## config.mk

```make
export PLATFORM = sky130hd
export DESIGN_NAME = intc_two_level
export DESIGN_NICKNAME = d
export VERILOG_FILES = /design/src/rtl/intc_pkg.sv /design/src/rtl/intc_src_latch.sv /design/src/rtl/intc_arbiter.sv /design/src/rtl/intc_fsm.sv /design/src/rtl/intc_two_level.sv
export SDC_FILE = /design/constraint.sdc
export NUM_CORES = 1
export LEC_CHECK = 0
export ABC_CLOCK_PERIOD_IN_PS = 2400
export CAP_MARGIN = 20
export CORE_MARGIN = 1
export CORE_UTILIZATION = 45
export DETAILED_ROUTE_END_ITERATION = 12
export DONT_BUFFER_PORTS = 1
export PLACE_DENSITY = 0.63
export SLEW_MARGIN = 5
export SYNTH_ARGS = -nofsm -noshare
export SYNTH_HDL_FRONTEND = slang
export SYNTH_SLANG_ARGS = --single-unit
export TNS_END_PERCENT = 1
```

## constraint.sdc

```tcl
create_clock -name clk -period 2.4 [get_ports clk]
set_input_delay 0.24 -clock clk [delete_from_list [all_inputs] [get_ports clk]]
set_output_delay 0.24 -clock clk [all_outputs]
set_load 0.01 [all_outputs]
```

## src/rtl/intc_pkg.sv

```systemverilog
package intc_pkg;

    localparam int SRC_EXT0 = 0;
    localparam int SRC_TMR0 = 1;
    localparam int SRC_EXT1 = 2;
    localparam int SRC_TMR1 = 3;
    localparam int SRC_SER  = 4;
    localparam int SRC_TMR2 = 5;

    typedef enum logic [1:0] {
        ST_IDLE  = 2'd0,
        ST_OFFER = 2'd1
    } intc_state_e;

    typedef enum logic [1:0] {
        KIND_EXT   = 2'd0,
        KIND_TIMER = 2'd1,
        KIND_SER   = 2'd2
    } src_kind_e;

    function automatic src_kind_e kind_of(int idx);
        if (idx == SRC_EXT0 || idx == SRC_EXT1) return KIND_EXT;
        if (idx == SRC_SER) return KIND_SER;
        return KIND_TIMER;
    endfunction

endpackage

```

## src/rtl/intc_src_latch.sv

```systemverilog
module intc_src_latch
    import intc_pkg::*;
#(
    parameter int NUM_SRC = 6,
    parameter int NUM_EXT = 2,
    parameter int NUM_TMR = 3,
    parameter int IDX_W   = $clog2(NUM_SRC)
) (
    input  logic               clk,
    input  logic               rst_n,
    input  logic [NUM_EXT-1:0] ext_pin_n,
    input  logic [NUM_EXT-1:0] ext_edge,
    input  logic [NUM_TMR-1:0] tmr_pulse,
    input  logic               ser_rx,
    input  logic               ser_tx,
    input  logic               clr_valid,
    input  logic [IDX_W-1:0]   clr_idx,
    output logic [NUM_SRC-1:0] flags
);

    for (genvar i = 0; i < NUM_SRC; i++) begin : g_src
        localparam src_kind_e KIND = kind_of(i);
        logic flag_r;
        logic clr_hit;

        assign clr_hit  = clr_valid && (clr_idx == IDX_W'(i));
        assign flags[i] = flag_r;

        if (KIND == KIND_EXT) begin : g_ext
            localparam int E = i / 2;
            logic pin_q;
            always_ff @(posedge clk or negedge rst_n) begin
                if (!rst_n) begin
                    pin_q  <= 1'b1;
                    flag_r <= 1'b0;
                end else begin
                    pin_q <= ext_pin_n[E];
                    if (ext_edge[E]) begin
                        if (pin_q && !ext_pin_n[E]) flag_r <= 1'b1;
                        else if (clr_hit)           flag_r <= 1'b0;
                    end else begin
                        flag_r <= !ext_pin_n[E];
                    end
                end
            end

            assert_edge_latch_R11: assert property (@(posedge clk) disable iff (!rst_n)
                (ext_edge[E] && pin_q && !ext_pin_n[E]) |=> flag_r);

        end else if (KIND == KIND_SER) begin : g_ser
            always_ff @(posedge clk or negedge rst_n) begin
                if (!rst_n) flag_r <= 1'b0;
                else        flag_r <= ser_rx | ser_tx;
            end

            assert_ser_or_R10: assert property (@(posedge clk) disable iff (!rst_n)
                (ser_rx || ser_tx) |=> flag_r);

        end else begin : g_tmr
            localparam int T = (i - 1) / 2;
            always_ff @(posedge clk or negedge rst_n) begin
                if (!rst_n)            flag_r <= 1'b0;
                else if (tmr_pulse[T]) flag_r <= 1'b1;
                else if (clr_hit)      flag_r <= 1'b0;
            end

            assert_tmr_clear_R9: assert property (@(posedge clk) disable iff (!rst_n)
                (clr_hit && !tmr_pulse[T]) |=> !flag_r);
        end
    end

endmodule

```

## src/rtl/intc_arbiter.sv

```systemverilog
module intc_arbiter #(
    parameter int NUM_SRC = 6,
    parameter int IDX_W   = $clog2(NUM_SRC)
) (
    input  logic               clk,
    input  logic               rst_n,
    input  logic [NUM_SRC-1:0] flags,
    input  logic [NUM_SRC-1:0] src_en,
    input  logic               glob_en,
    input  logic [NUM_SRC-1:0] lvl_hi,
    input  logic               isv_hi,
    input  logic               isv_lo,
    output logic               win_valid,
    output logic [IDX_W-1:0]   win_idx,
    output logic               win_hi
);

    logic [NUM_SRC-1:0] armed;
    logic [NUM_SRC-1:0] elig_hi;
    logic [NUM_SRC-1:0] elig_lo;
    logic [NUM_SRC-1:0] elig;

    always_comb begin
        armed   = flags & src_en & {NUM_SRC{glob_en}};
        elig_hi = armed &  lvl_hi & {NUM_SRC{!isv_hi}};
        elig_lo = armed & ~lvl_hi & {NUM_SRC{!isv_hi && !isv_lo}};
        win_hi  = |elig_hi;
        elig    = win_hi ? elig_hi : elig_lo;
    end

    // Lowest index wins within the chosen level.
    always_comb begin
        win_valid = |elig;
        win_idx   = '0;
        for (int i = NUM_SRC - 1; i >= 0; i--) begin
            if (elig[i]) win_idx = IDX_W'(i);
        end
    end

    assert_hi_blocks_all_R6: assert property (@(posedge clk) disable iff (!rst_n)
        isv_hi |-> !win_valid);

    assert_win_pending_R5: assert property (@(posedge clk) disable iff (!rst_n)
        win_valid |-> flags[win_idx]);

endmodule

```

## src/rtl/intc_fsm.sv

```systemverilog
module intc_fsm
    import intc_pkg::*;
#(
    parameter int NUM_SRC    = 6,
    parameter int IDX_W      = $clog2(NUM_SRC),
    parameter int ADDR_W     = 16,
    parameter int VEC_BASE   = 3,
    parameter int VEC_STRIDE = 8
) (
    input  logic              clk,
    input  logic              rst_n,
    input  logic              win_valid,
    input  logic [IDX_W-1:0]  win_idx,
    input  logic              win_hi,
    input  logic              irq_ack,
    input  logic              irq_reti,
    output logic              irq_req,
    output logic [ADDR_W-1:0] irq_vec,
    output logic              isv_hi,
    output logic              isv_lo,
    output logic              clr_valid,
    output logic [IDX_W-1:0]  clr_idx
);

    intc_state_e      state_q, state_d;
    logic [IDX_W-1:0] cur_idx_q;
    logic             cur_hi_q;
    logic             service;

    // State register
    always_ff @(posedge clk or negedge rst_n) begin
        if (!rst_n) state_q <= ST_IDLE;
        else        state_q <= state_d;
    end

    // Transitions: take, service, withdraw
    always_comb begin
        state_d = state_q;
        unique case (state_q)
            ST_IDLE: begin
                if (win_valid) state_d = ST_OFFER;
            end
            ST_OFFER: begin
                if (irq_ack)
                    state_d = ST_IDLE;
                else if (!win_valid || win_idx != cur_idx_q || win_hi != cur_hi_q)
                    state_d = ST_IDLE;
            end
            default: state_d = ST_IDLE;
        endcase
    end

    always_ff @(posedge clk or negedge rst_n) begin
        if (!rst_n) begin
            cur_idx_q <= '0;
            cur_hi_q  <= 1'b0;
        end else if (state_q == ST_IDLE && win_valid) begin
            cur_idx_q <= win_idx;
            cur_hi_q  <= win_hi;
        end
    end

    // Outputs
    always_comb begin
        irq_req   = (state_q == ST_OFFER);
        service   = irq_req && irq_ack;
        irq_vec   = irq_req ? ADDR_W'(VEC_BASE + VEC_STRIDE * int'(cur_idx_q)) : '0;
        clr_valid = service;
        clr_idx   = cur_idx_q;
    end

    // In-service tracking per level
    always_ff @(posedge clk or negedge rst_n) begin
        if (!rst_n) begin
            isv_hi <= 1'b0;
            isv_lo <= 1'b0;
        end else if (service) begin
            if (cur_hi_q) isv_hi <= 1'b1;
            else          isv_lo <= 1'b1;
        end else if (irq_reti) begin
            if (isv_hi) isv_hi <= 1'b0;
            else        isv_lo <= 1'b0;
        end
    end

    assert_vec_hold_R8: assert property (@(posedge clk) disable iff (!rst_n)
        (irq_req && !irq_ack) |=> (!irq_req || $stable(irq_vec)));

    assert_ack_in_offer_R8: assert property (@(posedge clk) disable iff (!rst_n)
        irq_ack |-> irq_req);

    assert_isv_on_ack_R6: assert property (@(posedge clk) disable iff (!rst_n)
        (irq_req && irq_ack) |=> (isv_hi || isv_lo));

    assert_reti_excl_R12: assert property (@(posedge clk) disable iff (!rst_n)
        !(irq_ack && irq_reti));

    assert_reti_hi_first_R12: assert property (@(posedge clk) disable iff (!rst_n)
        (irq_reti && isv_hi) |=> (!isv_hi && $stable(isv_lo)));

    assert_vec_step_R7: assert property (@(posedge clk) disable iff (!rst_n)
        irq_req |-> (irq_vec[2:0] == 3'd3));

endmodule

```

## src/rtl/intc_two_level.sv

```systemverilog
module intc_two_level #(
    parameter int NUM_SRC    = 6,
    parameter int NUM_EXT    = 2,
    parameter int NUM_TMR    = 3,
    parameter int REG_W      = 8,
    parameter int ADDR_W     = 16,
    parameter int VEC_BASE   = 3,
    parameter int VEC_STRIDE = 8,
    parameter int GLOB_BIT   = 7
) (
    input  logic               clk,
    input  logic               rst_n,
    input  logic               cfg_we,
    input  logic               cfg_sel,
    input  logic [REG_W-1:0]   cfg_wdata,
    input  logic [NUM_EXT-1:0] ext_irq_n,
    input  logic [NUM_EXT-1:0] ext_edge_mode,
    input  logic [NUM_TMR-1:0] tmr_ovf,
    input  logic               ser_rx_flag,
    input  logic               ser_tx_flag,
    input  logic               irq_ack,
    input  logic               irq_reti,
    output logic               irq_req,
    output logic [ADDR_W-1:0]  irq_vec,
    output logic [NUM_SRC-1:0] pend_flags,
    output logic [REG_W-1:0]   enable_q,
    output logic [REG_W-1:0]   prio_q
);

    localparam int IDX_W = $clog2(NUM_SRC);
    localparam logic [REG_W-1:0] SRC_MASK = REG_W'((1 << NUM_SRC) - 1);
    localparam logic [REG_W-1:0] EN_MASK  = SRC_MASK | REG_W'(1 << GLOB_BIT);

    logic [REG_W-1:0] en_r, pri_r;
    logic             win_valid, win_hi;
    logic [IDX_W-1:0] win_idx;
    logic             isv_hi, isv_lo;
    logic             clr_valid;
    logic [IDX_W-1:0] clr_idx;

    always_ff @(posedge clk or negedge rst_n) begin
        if (!rst_n) begin
            en_r  <= '0;
            pri_r <= '0;
        end else if (cfg_we) begin
            if (cfg_sel) pri_r <= cfg_wdata & SRC_MASK;
            else         en_r  <= cfg_wdata & EN_MASK;
        end
    end

    assign enable_q = en_r;
    assign prio_q   = pri_r;

    intc_src_latch #(
        .NUM_SRC(NUM_SRC), .NUM_EXT(NUM_EXT), .NUM_TMR(NUM_TMR), .IDX_W(IDX_W)
    ) u_latch (
        .clk      (clk),
        .rst_n    (rst_n),
        .ext_pin_n(ext_irq_n),
        .ext_edge (ext_edge_mode),
        .tmr_pulse(tmr_ovf),
        .ser_rx   (ser_rx_flag),
        .ser_tx   (ser_tx_flag),
        .clr_valid(clr_valid),
        .clr_idx  (clr_idx),
        .flags    (pend_flags)
    );

    intc_arbiter #(.NUM_SRC(NUM_SRC), .IDX_W(IDX_W)) u_arb (
        .clk      (clk),
        .rst_n    (rst_n),
        .flags    (pend_flags),
        .src_en   (en_r[NUM_SRC-1:0]),
        .glob_en  (en_r[GLOB_BIT]),
        .lvl_hi   (pri_r[NUM_SRC-1:0]),
        .isv_hi   (isv_hi),
        .isv_lo   (isv_lo),
        .win_valid(win_valid),
        .win_idx  (win_idx),
        .win_hi   (win_hi)
    );

    intc_fsm #(
        .NUM_SRC(NUM_SRC), .IDX_W(IDX_W), .ADDR_W(ADDR_W),
        .VEC_BASE(VEC_BASE), .VEC_STRIDE(VEC_STRIDE)
    ) u_fsm (
        .clk      (clk),
        .rst_n    (rst_n),
        .win_valid(win_valid),
        .win_idx  (win_idx),
        .win_hi   (win_hi),
        .irq_ack  (irq_ack),
        .irq_reti (irq_reti),
        .irq_req  (irq_req),
        .irq_vec  (irq_vec),
        .isv_hi   (isv_hi),
        .isv_lo   (isv_lo),
        .clr_valid(clr_valid),
        .clr_idx  (clr_idx)
    );

    assert_global_gate_R3: assert property (@(posedge clk) disable iff (!rst_n)
        irq_req |-> $past(en_r[GLOB_BIT]));

    assert_reserved_zero_R4: assert property (@(posedge clk) disable iff (!rst_n)
        prio_q[REG_W-1:NUM_SRC] == '0);

endmodule

```

After elaboration in Yosys (flattened, before gate mapping)
Index checks and enable logic that the tools add are counted.

Flip-flop bits (word level): 29. Output and inout bits: 39. Input port bits: 23. Logic and storage cells: 100.

Bitwise logic cells: 9. Reductions and logical operators: 30. Eq/ne operators: 14. $add $sub $neg: 1. Mux-type cells: 31.

Operator list (number): $and A6 B6 Y6 (6); $mux W1 (19); $mux W3 (6); $mux W16 (1); $reduce_or A6 Y1 (2); $logic_and A1 B1 Y1 (10); $reduce_and A2 Y1 (4); $reduce_bool A2 Y1 (4); $add A2 B6 Y7 const A (1); $eq A3 B2 Y1 const B (2); $mux W2 (3); $mux W6 (1); $ne A3 B1 Y1 const B (2); $not A6 Y6 (1); $logic_not A1 Y1 (5); $ne A2 B1 Y1 const B (2); $ne A2 B2 Y1 const B (2); $pmux W2 S2 (1); $eq A3 B1 Y1 const B (1); $eq A3 B3 Y1 const B (1); $logic_not A3 Y1 (1); $ne A3 B2 Y1 const B (1); $ne A3 B3 Y1 (1); $reduce_and A3 Y1 (1); 6 further kinds (7).

Longest topological paths before layout
Gate-level depths: netlist (run 1).

Depth in word-level cells: 18. Depth in mapped cells: 7. Mapped depth without buffers: 7.

Modules after synthesis
From an unflattened synthesis (run 1), not the netlist that was laid out.

Cells, all modules: 149. Area total of the unflattened synthesis: 1690.4 µm².

By module, submodules not included: intc_two_level (cells an instance 33, area each 555.5 µm², instances 1); intc_fsm (cells an instance 43, area each 469.2 µm², instances 1); intc_src_latch (cells an instance 29, area each 356.6 µm², instances 1); intc_arbiter (cells an instance 44, area each 309.0 µm², instances 1).

Worst setup path before layout (run 1)
OpenSTA, ideal clock, no wires.

Path kind: register to register. From: register u_fsm.isv_lo. To: register u_fsm.state_q[0]. Period minus slack after synthesis: 1.833 ns. Required time: 2.280 ns. Slack: 0.567 ns. Cell stages (with the launch flop): 8. Setup time: 0.120 ns. Data arrival time: 1.713 ns. Cells stage by stage: dfrtp_1 -> nor3b_4 -> and3_4 -> a22oi_2 -> a311oi_1 -> o221ai_2 -> xnor2_1 -> a31o_1.

Cells in the longest elaborated chain, start to end: 15. Elaborated cells on any way between the ends: 18. Those cells by class: eq/ne (3); mux (7); bitwise (1); reduce/logical (7).

RTL lines: from (decl) (line intc_fsm.sv:20) `output logic isv_lo,`; from (signal assigned) (line intc_fsm.sv:76) `isv_lo <= 1'b0;`; from (signal assigned) (line intc_fsm.sv:79) `else isv_lo <= 1'b1;`; from (signal assigned) (line intc_fsm.sv:82) `else isv_lo <= 1'b0;`; $logic_not A1 Y1 (*) (line intc_arbiter.sv:26) `elig_lo = armed & ~lvl_hi & {NUM_SRC{!isv_hi && !isv_lo}};`; $logic_and A1 B1 Y1 (*) (line intc_arbiter.sv:26); $and A6 B6 Y6 (*) (line intc_arbiter.sv:26); $mux W6 (*) (line intc_arbiter.sv:28) `elig = win_hi ? elig_hi : elig_lo;`; $mux W3 (6 in a row) (line intc_arbiter.sv:36) `if (elig[i]) win_idx = IDX_W'(i);`; $ne A3 B3 Y1 (line intc_fsm.sv:46) `else if (!win_valid || win_idx != cur_idx_q || win_hi != cur_hi_q)`; $logic_or A1 B1 Y1 (2 in a row) (line intc_fsm.sv:46); $ne A3 B2 Y1 (no line); $reduce_and A2 Y1 (no line) (*); to (signal assigned) (line intc_fsm.sv:33) `else state_q <= state_d;`; to (decl) (line intc_fsm.sv:25) `intc_state_e state_q, state_d;`.

Every way passes the cells marked *; elsewhere a longest branch is shown, timed or not. A chain may end at the register's enable or synchronous reset.

Worst setup path after layout (run 1)
From: register u_fsm.isv_hi. To: register u_fsm.state_q[0].

Cells in the longest elaborated chain, start to end: 15. Elaborated cells on any way between the ends: 21. Those cells by class: eq/ne (4); mux (7); bitwise (2); reduce/logical (8).

RTL lines: from (decl) (line intc_fsm.sv:19) `output logic isv_hi,`; from (signal assigned) (line intc_fsm.sv:75) `isv_hi <= 1'b0;`; from (signal assigned) (line intc_fsm.sv:78) `if (cur_hi_q) isv_hi <= 1'b1;`; from (signal assigned) (line intc_fsm.sv:81) `if (isv_hi) isv_hi <= 1'b0;`; $logic_not A1 Y1 (*) (line intc_arbiter.sv:25, intc_arbiter.sv:26); $and A6 B6 Y6 / $logic_and A1 B1 Y1 (equally long branches) (line intc_arbiter.sv:25, intc_arbiter.sv:26); $reduce_or A6 Y1 / $and A6 B6 Y6 (equally long branches) (line intc_arbiter.sv:27, intc_arbiter.sv:26); $mux W6 (line intc_arbiter.sv:28); $mux W3 (6 in a row) (line intc_arbiter.sv:36); $ne A3 B3 Y1 (line intc_fsm.sv:46); $logic_or A1 B1 Y1 (2 in a row) (line intc_fsm.sv:46); $ne A3 B2 Y1 (no line); $reduce_and A2 Y1 (no line) (*).

Marks and branches as above.

==> results of run 1 <==
-- kinds of logic after synthesis --
group           count (synthesis)  share of synthesized area
xor+xnor                        2                     0.0106
flops                          28                      0.426
other cells                     1                    0.00227
buf+inv                        31                      0.130
simple gates                   54                      0.187
compound gates                 33                      0.149
mux                            14                     0.0948
-- metal layers --
metal	wire length [µm]	track usage	vias to the layer above
li1	-	-	560
met1	1500	0.225	584
met2	1650	0.315	58
met3	234	0.0511	6
met4	69	0.0872	0
met5	0	0	-
-- where the power goes --
group / switching (W) / leakage, nW / internal, W
combinational: 0.000284 / 0.368 / 0.000259
clock: 0.000138 / 0.0210 / 0.0000930
sequential: 0.000183 / 0.322 / 0.000566
total: 0.000605 / 0.711 / 0.000917
-- area by class of cell --
cell class	count	area [µm²]	share of cell area
repair buffers	12	123	0.0715
multi-input cells	117	781	0.455
inverters	4	15.0	0.00875
well taps	46	57.6	0.0336
clock buffers	4	36.3	0.0212
flip-flops and latches	28	703	0.410
-- through the flow --
step                hold WS (ns)   util  setup WS, ns  power [W]  area, µm²
floorplan                -0.0556      -         0.567    0.00122       1700
global placement         -0.0547  0.462         0.225    0.00125       1580
detailed placement       -0.0544  0.462         0.217    0.00127       1580
CTS                    0.0000145  0.499         0.191    0.00153       1710
global route              0.0199  0.502        0.0357    0.00163       1720
finish                    0.0421  0.502         0.198    0.00152       1720
-- flip-flops by register name (all words and copies together), names as in the netlist --
signal / flops
enable_q: 7
prio_q: 6
u_fsm.clr_idx: 3
u_fsm.cur_hi_q: 1
u_fsm.isv_hi: 1
u_fsm.isv_lo: 1
u_fsm.state_q: 1
u_latch.g_src.flag_r: 6
u_latch.g_src.g_ext.pin_q: 2
-- worst max-delay path by stage --
stage / start / end / slack [ns] / cells past startpoint
after floorplan: u_fsm.isv_lo / u_fsm.state_q[0] / 0.57 / 7
after global placement: u_fsm.isv_hi / u_fsm.state_q[0] / 0.23 / 6
after detailed placement: u_fsm.isv_hi / u_fsm.state_q[0] / 0.22 / 6
after CTS: u_fsm.isv_hi / u_fsm.state_q[0] / 0.19 / 6
after global routing: u_fsm.isv_hi / u_fsm.state_q[0] / 0.04 / 6
final: u_fsm.isv_hi / u_fsm.state_q[0] / 0.20 / 6
-- Yosys cell counts (all sizes together) --
master,count,area [µm²]
nor3,2,10.0
a32o,2,21.3
nand4,1,6.26
a22o,1,8.76
a211o,1,10.0
and4,1,8.76
a311oi,1,8.76
nor3b,3,33.8
o221ai,1,15.0
nand2b,2,12.5
or3,2,12.5
buf,25,191
nor4,2,12.5
xnor2,2,17.5
conb,1,3.75
nor4b,1,15.0
a21o,2,15.0
and3,1,11.3
o21a,1,8.76
o21ai,6,30.0
o22ai,5,31.3
a32oi,1,8.76
a31oi,1,6.26
dfstp,2,52.6
mux2i,1,10.0
and2,3,18.8
o31ai,2,15.0
nor2b,4,25.0
nor2,4,15.0
or4,2,15.0
nand3,9,45.0
o2111ai,1,8.76
o41ai,1,8.76
clkbuf,2,7.51
a21oi,4,20.0
o22a,1,8.76
a22oi,1,12.5
nand2,16,60.1
a31o,1,8.76
inv,4,15.0
or2,1,6.26
mux2,13,146
dfrtp,26,651
-- worst max-delay path: cells and delay by family, from the launching register on --
kind	cells	cell delay, ns
and+or+nand+nor	1	0.50
xor gates and xnor gates	1	0.10
AOI/OAI and AO/OA	4	1.11
DFF	1	0.41
==> results.md, run 1 <==
- DR vias/cell: 5.73
- Critical path peak fanout: 8
- Num rows: 21
- Worst-path cell chain: nor2b_1 > o21ai_1 > a32o_2 > o221ai_2 > xnor2_1 > a31o_1
- TritonCTS Buffers: 3
- Worst Skew: 0.00155 ns
- Placer Congestion: 0.847
- Die Y-Extent: 62.5 µm
- CP endpoint kind: flop
- CTS tree: done
- CP Data Required Time: 2.64 ns
- Die Area: 3910 µm²
- Buffers added on ports: 0
- DP HPWL: 2.56 mm
- Arr. time, crit path: 2.44 ns
- CP Class: flop to flop
- Hold buffers post-CTS: 8
- Share of cells above drive strength 1: 0.200
- Max Cap Viol: 0
- Die width: 62.5 µm
- Synth-to-Final Area Change: 4.02%
- GRT Overall Usage: 0.189
- Most frequent cells in the layout: dfrtp_1, nand2_1, conb_1
- First-pass GRT wire length: 5.80 mm
- RR Startpoint: u_fsm.isv_hi
- Setup-failing EPs final: 0
- Clk_lat worst skew: 0.33 ns
- Root buffer cell: clkbuf_4
- Worst path slowest cell: nor2b_1
- # DRC: 0
- Reg clk slew, reported paths: 0.15 ns
- Max incr delay on CP: 0.50 ns
- Pwr per Cell Area: 887 nW/µm²
- Number of global-route vias before repair: 1260
- Synth Register Bits: 28
- Antenna cells: 0
- Hold Vio Cnt, Final: 0
- Cell variety after synth: 48
- Via count: 1208
- Min-delay worst type: input port to flop
- Total gr overflow: 0
- Unrepaired setup endpoints after global routing: no
- Nets: 189
- FF-to-FF End: u_fsm.state_q[0]
- Startpoint types: flop
- Synth Warn #: 0
- Fin crit share: 0.917
- Fmax achieved: 0.454 GHz
- Routed WL: 3.45 mm
- Most common cell after layout, fill and taps aside: dfrtp_1
- Status: complete, no violations
- R2r setup slk: 0.20 ns
- Final Max Slew Viols: 0
- Worst-Margin Slew: 0.664 ns
- Hold endpoint: u_latch.g_src[0].flag_r
- TritonRoute pass-1 iters: 4
- Ports: 62
- Placed insts: 198
- Hold Crit Start: ext_edge_mode[0]
- Cells resized by post-CTS repair: 0
- Period minus WS final: 2.20 ns
- Starting DRC count in detailed routing: 47
- Slew margin rel.: 0.556
- Netlist area before placement: 1650 µm²
- H-tree depth: 1
- Largest net degree at the start of global routing: 29
- CTS Buffer Depth: 2
- Initial Util: 0.483
- Non-filler instance count after layout: 211
- Post-CTS Setup Bufs: 0
- DRT antenna net count: 0
- Clk sinks: 28
- Mean Syn Cell Area: 10.1 µm²
- Layout fillers: 326
- Mapped Cells: 163
- Core box area: 3420 µm²
- Initial antenna violation count: 0
- Worst r2r path cells: 6
- Post-synthesis sequential area ratio: 0.426
- LEAKAGE: 0.711 nW
- Setup TNS: 0 ns
- WL per Instance: 16.4 µm
- Max VDD drop: 0.400 mV
- Hold depth: 2
No activity file was read; power rests on OpenSTA's default activity.
==> run 2: changes to the inputs <==
--- a/config.mk
+++ b/config.mk
@@ -12,6 +12,7 @@
 export DETAILED_ROUTE_END_ITERATION = 12
 export DONT_BUFFER_PORTS = 1
 export PLACE_DENSITY = 0.63
+export SETUP_SLACK_MARGIN = 0.4
 export SLEW_MARGIN = 5
 export SYNTH_ARGS = -nofsm -noshare
 export SYNTH_HDL_FRONTEND = slang
==> results.md, run 2 (same netlist as run 1, synthesis figures left out) <==
- Buffers added on ports: 0 (unchanged)
- Nets: 191 (+1.1%)
- Clk sinks: 28 (unchanged)
- TritonCTS Buffers: 3 (unchanged)
- Synth-to-Final Area Change: 9.03%
- LEAKAGE: 0.725 nW (+1.9%)
- DRT antenna net count: 0 (unchanged)
- Num rows: 21 (unchanged)
- Multi-input gate area: 828 µm² (+6.1%)
- Reg clk slew, reported paths: 0.15 ns (about the same)
- CTS Buffer Depth: 2 (unchanged)
- Slew margin rel.: 0.560 (+0.00377)
- First-pass GRT wire length: 6.14 mm (+6.0%)
- Die width: 62.5 µm (unchanged)
- CP endpoint kind: flop
- Root buffer cell: clkbuf_4
- Placed insts: 198 (unchanged)
- CP Data Required Time: 2.64 ns (about the same)
- Arr. time, crit path: 2.24 ns (-0.20 ns)
- Initial Util: 0.483 (unchanged)
- Antenna cells: 0 (unchanged)
- Pwr per Cell Area: 888 nW/µm² (about the same)
- # DRC: 0 (unchanged)
- Ports: 62 (unchanged)
- Most common cell after layout, fill and taps aside: nand2_1
- Placer Congestion: 0.847 (unchanged)
- Layout fillers: 312 (-4.3%)
- Final Max Slew Viols: 0 (unchanged)
- Routed WL: 3.57 mm (+3.3%)
- Max Cap Viol: 0 (unchanged)
- CTS tree: done
- Startpoint types: flop
- Period minus WS final: 2.01 ns (-0.196 ns)
- Setup-failing EPs final: 0 (unchanged)
- DR vias/cell: 5.76 (+0.62%)
- Initial antenna violation count: 0 (unchanged)
- Fmax achieved: 0.499 GHz (+9.8%)
- Clk_lat worst skew: 0.33 ns (about the same)
- H-tree depth: 1 (unchanged)
- Critical path peak fanout: 3 (-5)
- Hold Vio Cnt, Final: 0 (unchanged)
- Largest net degree at the start of global routing: 29 (unchanged)
- GRT Overall Usage: 0.200 (+0.0117)
- WL met3: 220 µm (-6.0%)
- CP Class: flop to flop
- Sequential Area: 719 µm² (+2.3%)
- Setup TNS: 0 ns (unchanged)
- DP HPWL: 2.56 mm (unchanged)
- Via count: 1227 (+1.6%)
- Most frequent cells in the layout: nand2_1, conb_1, mux2_2, dfrtp_1, dfrtp_2
- TritonRoute pass-1 iters: 4 (unchanged)
- Number of global-route vias before repair: 1295 (+2.8%)
- Fin crit share: 0.836 (-0.0818)
- Die Y-Extent: 62.5 µm (unchanged)
- Max VDD drop: 0.402 mV (+0.50%)
- M1 WL: 1.50 mm (about the same)
- WL met2: 1.78 mm (+7.8%)
- Worst-Margin Slew: 0.658 ns (-0.00564 ns)
- Worst Skew: 0.00438 ns (+0.00283 ns)
- Die Area: 3910 µm² (unchanged)
- Core box area: 3420 µm² (unchanged)
- Unrepaired setup endpoints after global routing: yes
- Share of cells above drive strength 1: 0.335 (+0.135)
- Status: complete, no violations
- Max reg flops: 7 (unchanged)
- Final Power: 0.00160 W (+4.9%)
- Top routing layer used: met4
- Non-filler instance count after layout: 213 (+0.95%)
- Starting DRC count in detailed routing: 40 (-15%)
- Hold slack: 0.0359 ns (-0.00616 ns)
- Min-delay worst type: input port to flop
- Total gr overflow: 0 (unchanged)
- WL per Instance: 16.8 µm (+2.4%)
-- run 2: report_power, final --
group	switching [W]	leakage (nW)	internal, W
Clock	0.000138	0.0210	0.0000930
Sequential	0.000193	0.311	0.000572
Combinational	0.000306	0.393	0.000295
Total	0.000637	0.725	0.000960
-- run 2: what timing repair did --
action                                 in CTS  in global routing
setup endpoints to repair                   2                  1
buffers inserted                            1                  1
pin swaps                                   8                  5
hold buffers                                9                  0
resized for setup                          21                  2
endpoints found under the hold margin      36                  0
gates cloned                                0                  0
-- run 2: layout make-up --
class	count	share of cell area
well taps	46	0.0320
flip-flops and latches	28	0.400
clock buffers	4	0.0202
multi-input cells	117	0.461
inverters	4	0.00835
repair buffers	14	0.0786
-- run 2: final timing paths --
kind | slack (ns) | endpoint | depth (start not counted) | start
max reg2reg | 0.39 | u_fsm.state_q[0] | 8 | u_fsm.isv_hi
min in group asynchronous | 0.36 | u_fsm.clr_idx[0] | 2 | rst_n
min | 0.04 | u_latch.g_src[0].flag_r | 2 | ext_edge_mode[0]
max in group asynchronous | 1.81 | u_latch.g_src[2].g_ext.pin_q | 2 | rst_n
max | 0.39 | u_fsm.state_q[0] | 8 | u_fsm.isv_hi
min reg2reg | 0.57 | u_fsm.isv_lo | 1 | u_fsm.cur_hi_q
-- run 2: critical path: stages (launching register included) --
cell and delay [ns]:
dfrtp_1 0.43, buf_6 0.13, nor3b_4 0.22, and3_4 0.24, a22oi_2 0.06, a311oi_2 0.32, o221ai_2 0.18, xnor2_1 0.15
a31o_1 0.18
-- run 2: per-layer routing --
layer | global-route usage | vias up
met5 | 0 | -
met2 | 0.332 | 52
li1 | - | 565
met1 | 0.242 | 604
met3 | 0.0511 | 6
met4 | 0.0959 | 0
-- run 2: metrics by stage --
step           worst slack [ns]  cell area (µm²)   util
4_1_cts                   0.401             1790  0.523
3_5_place_dp              0.217             1580  0.462
5_1_grt                   0.301             1800  0.526
3_3_place_gp              0.225             1580  0.462
2_1_floorplan             0.567             1700      -
6_report                  0.395             1800  0.526
==> run 3: changes to the inputs <==
--- a/config.mk
+++ b/config.mk
@@ -5,13 +5,13 @@
 export SDC_FILE = /design/constraint.sdc
 export NUM_CORES = 1
 export LEC_CHECK = 0
-export ABC_CLOCK_PERIOD_IN_PS = 2400
+export ABC_CLOCK_PERIOD_IN_PS = 1700
 export CAP_MARGIN = 20
 export CORE_MARGIN = 1
 export CORE_UTILIZATION = 45
 export DETAILED_ROUTE_END_ITERATION = 12
 export DONT_BUFFER_PORTS = 1
-export PLACE_DENSITY = 0.63
+export PLACE_DENSITY = 0.65
 export SETUP_SLACK_MARGIN = 0.4
 export SLEW_MARGIN = 5
 export SYNTH_ARGS = -nofsm -noshare
==> constraint.sdc (replaced) <==
create_clock -name clk -period 1.7 [get_ports clk]
set_input_delay 0.17 -clock clk [delete_from_list [all_inputs] [get_ports clk]]
set_output_delay 0.17 -clock clk [all_outputs]
set_load 0.01 [all_outputs]
==> results.md, run 3 (same netlist as run 1, synthesis figures left out) <==
- R2r setup slk: -0.09 ns (-0.49 ns)
- Core box area: 3420 µm² (unchanged)
- Fmax achieved: 0.557 GHz (+12%)
- Via count: 1355 (+10%)
- CTS tree: done
- Non-filler instance count after layout: 258 (+21%)
- DRT antenna net count: 0 (unchanged)
- Share of cells above drive strength 1: 0.439 (+0.103)
- Max Cap Viol: 0 (unchanged)
- Max reg flops: 7 (unchanged)
- Fin crit share: 1.06 (+0.220)
- Starting DRC count in detailed routing: 71 (+78%)
- DP HPWL: 2.97 mm (+16%)
- Initial antenna violation count: 0 (unchanged)
- Min-delay worst type: input port to flop
- Final Core Density: 0.651 (+0.125)
- First-pass GRT wire length: 6.55 mm (+6.6%)
- Number of global-route vias before repair: 1435 (+11%)
- Net Switching: 0.000999 W (+57%)
- Period minus WS final: 1.79 ns (-0.211 ns)
- Comb power frac: 0.500 (+0.124)
- Clk_lat worst skew: 0.33 ns (about the same)
- Nets: 236 (+24%)
- Sw frac: 0.386 (-0.0125)
- Sequential share of power: 0.374 (-0.105)
- TritonCTS Buffers: 3 (unchanged)
- Total gr overflow: 0 (unchanged)
- Buffers added on ports: 0 (unchanged)
- Startpoint types: flop
- GRT Overall Usage: 0.213 (+0.0130)
- Layout fillers: 273 (-13%)
- CP endpoint kind: flop
- CTS Buffer Depth: 2 (unchanged)
- Pwr per Cell Area: 1160 nW/µm² (+31%)
- Arr. time, crit path: 2.04 ns (-0.20 ns)
- WP buf/inv: 0 (-1)
- # DRC: 0 (unchanged)
- Int Pwr: 0.00159 W (+65%)
- Failing checks: negative setup slack
- Status: finished, violations left
- Hold slack: 0.0315 ns (-0.00437 ns)
- Clk sinks: 28 (unchanged)
- Placed insts: 233 (+18%)
- Max VDD drop: 0.666 mV (+66%)
- Largest net degree at the start of global routing: 29 (unchanged)
- Reg clk slew, reported paths: 0.15 ns (about the same)
- Routed WL: 3.91 mm (+9.7%)
- Ports: 62 (unchanged)
- Die width: 62.5 µm (unchanged)
- Antenna cells: 0 (unchanged)
- Max incr delay on CP: 0.46 ns (+0.03 ns)
- Unrepaired setup endpoints after global routing: yes
- Setup-failing EPs final: 1 (+1)
- Root buffer cell: clkbuf_4
- Placer Congestion: 0.978 (+16%)
- Synth-to-Final Area Change: 34.8%
- Stages on the worst setup path: 7 (-1)
- Most frequent cells in the layout: buf_4, dfrtp_1, dlygate4sd3_1
- Worst-path cell chain: nand2_2 > o22ai_4 > nor4b_4 > o21ai_2 > o21a_2 > a211o_2 > a31o_1
- CP Data Required Time: 1.95 ns (-0.69 ns)
- Setup ws final: -0.0938 ns (-0.489 ns)
- Clock power share: 0.127 (-0.018)
- WL per Instance: 15.2 µm (-9.5%)
- LEAKAGE: 0.952 nW (+31%)
- Most common cell after layout, fill and taps aside: buf_4
- Hold depth: 2 (unchanged)
- Final Max Slew Viols: 0 (unchanged)
- Worst r2r path cells: 7 (-1)
- Hold Vio Cnt, Final: 0 (unchanged)
- Worst Skew: 0.00765 ns (+0.00327 ns)
- TritonRoute pass-1 iters: 4 (unchanged)
- Die Area: 3910 µm² (unchanged)
- Crit-path leading delay family: compound AO/OA/AOI/OAI gates
- Worst path slowest cell: dfrtp_1
- Die Y-Extent: 62.5 µm (unchanged)
- Critical path peak fanout: 3 (unchanged)
- Num rows: 21 (unchanged)
- DR vias/cell: 5.25 (-8.8%)
- CP Class: flop to flop
- H-tree depth: 1 (unchanged)
- Initial Util: 0.483 (unchanged)
-- run 3: area by class of cell --
cell class	count	area [µm²]	area share
clock buffers	4	36.3	0.0163
inverters	4	15.0	0.00675
repair buffers	59	500	0.225
well taps	46	57.6	0.0259
multi-input cells	117	907	0.408
flip-flops and latches	28	707	0.318
-- run 3: repair_timing --
item,in CTS,in global routing
buffers inserted,2,0
endpoints found under the hold margin,50,0
resized for setup,9,8
endpoints found under the setup margin,7,15
pin swaps,2,0
hold buffers,19,0
-- run 3: path summary, 6_finish.rpt --
kind,start,end
min in group asynchronous,rst_n,enable_q[3]
max,u_latch.g_src[1].flag_r,u_fsm.state_q[0]
min,irq_reti,u_fsm.isv_hi
max reg2reg,u_latch.g_src[1].flag_r,u_fsm.state_q[0]
max in group asynchronous,rst_n,u_latch.g_src[0].g_ext.pin_q
min reg2reg,u_fsm.cur_hi_q,u_fsm.isv_lo
-- run 3: power groups by stage --
stage | registers (W) | clock network (W) | logic, W
2_1_floorplan | 0.000990 | 0 | 0.000783
4_1_cts | 0.000960 | 0.000334 | 0.00122
5_1_grt | 0.000994 | 0.000356 | 0.00141
6_report | 0.000967 | 0.000327 | 0.00129
3_3_place_gp | 0.000957 | 0 | 0.00109
3_5_place_dp | 0.000969 | 0 | 0.00112
-- run 3: per-layer routing --
metal,GRT usage,up-vias,share of wire,wire [µm]
met3,0.0474,4,0.052,203
li1,-,651,-,-
met1,0.266,654,0.42,1630
met5,0,-,0,0
met4,0.0436,0,0.0061,24
met2,0.376,46,0.53,2060
-- run 3: stage by stage --
stage	TNS (ns)	power [W]	area, µm²	setup WS [ns]
floorplan	-0.0135	0.00177	1750	-0.0135
global placement	-0.0924	0.00204	1890	-0.0924
detailed placement	-0.165	0.00209	1890	-0.164
CTS	-0.0838	0.00252	2180	-0.0838
global route	-0.206	0.00276	2220	-0.187
finish	-0.0938	0.00259	2220	-0.0938
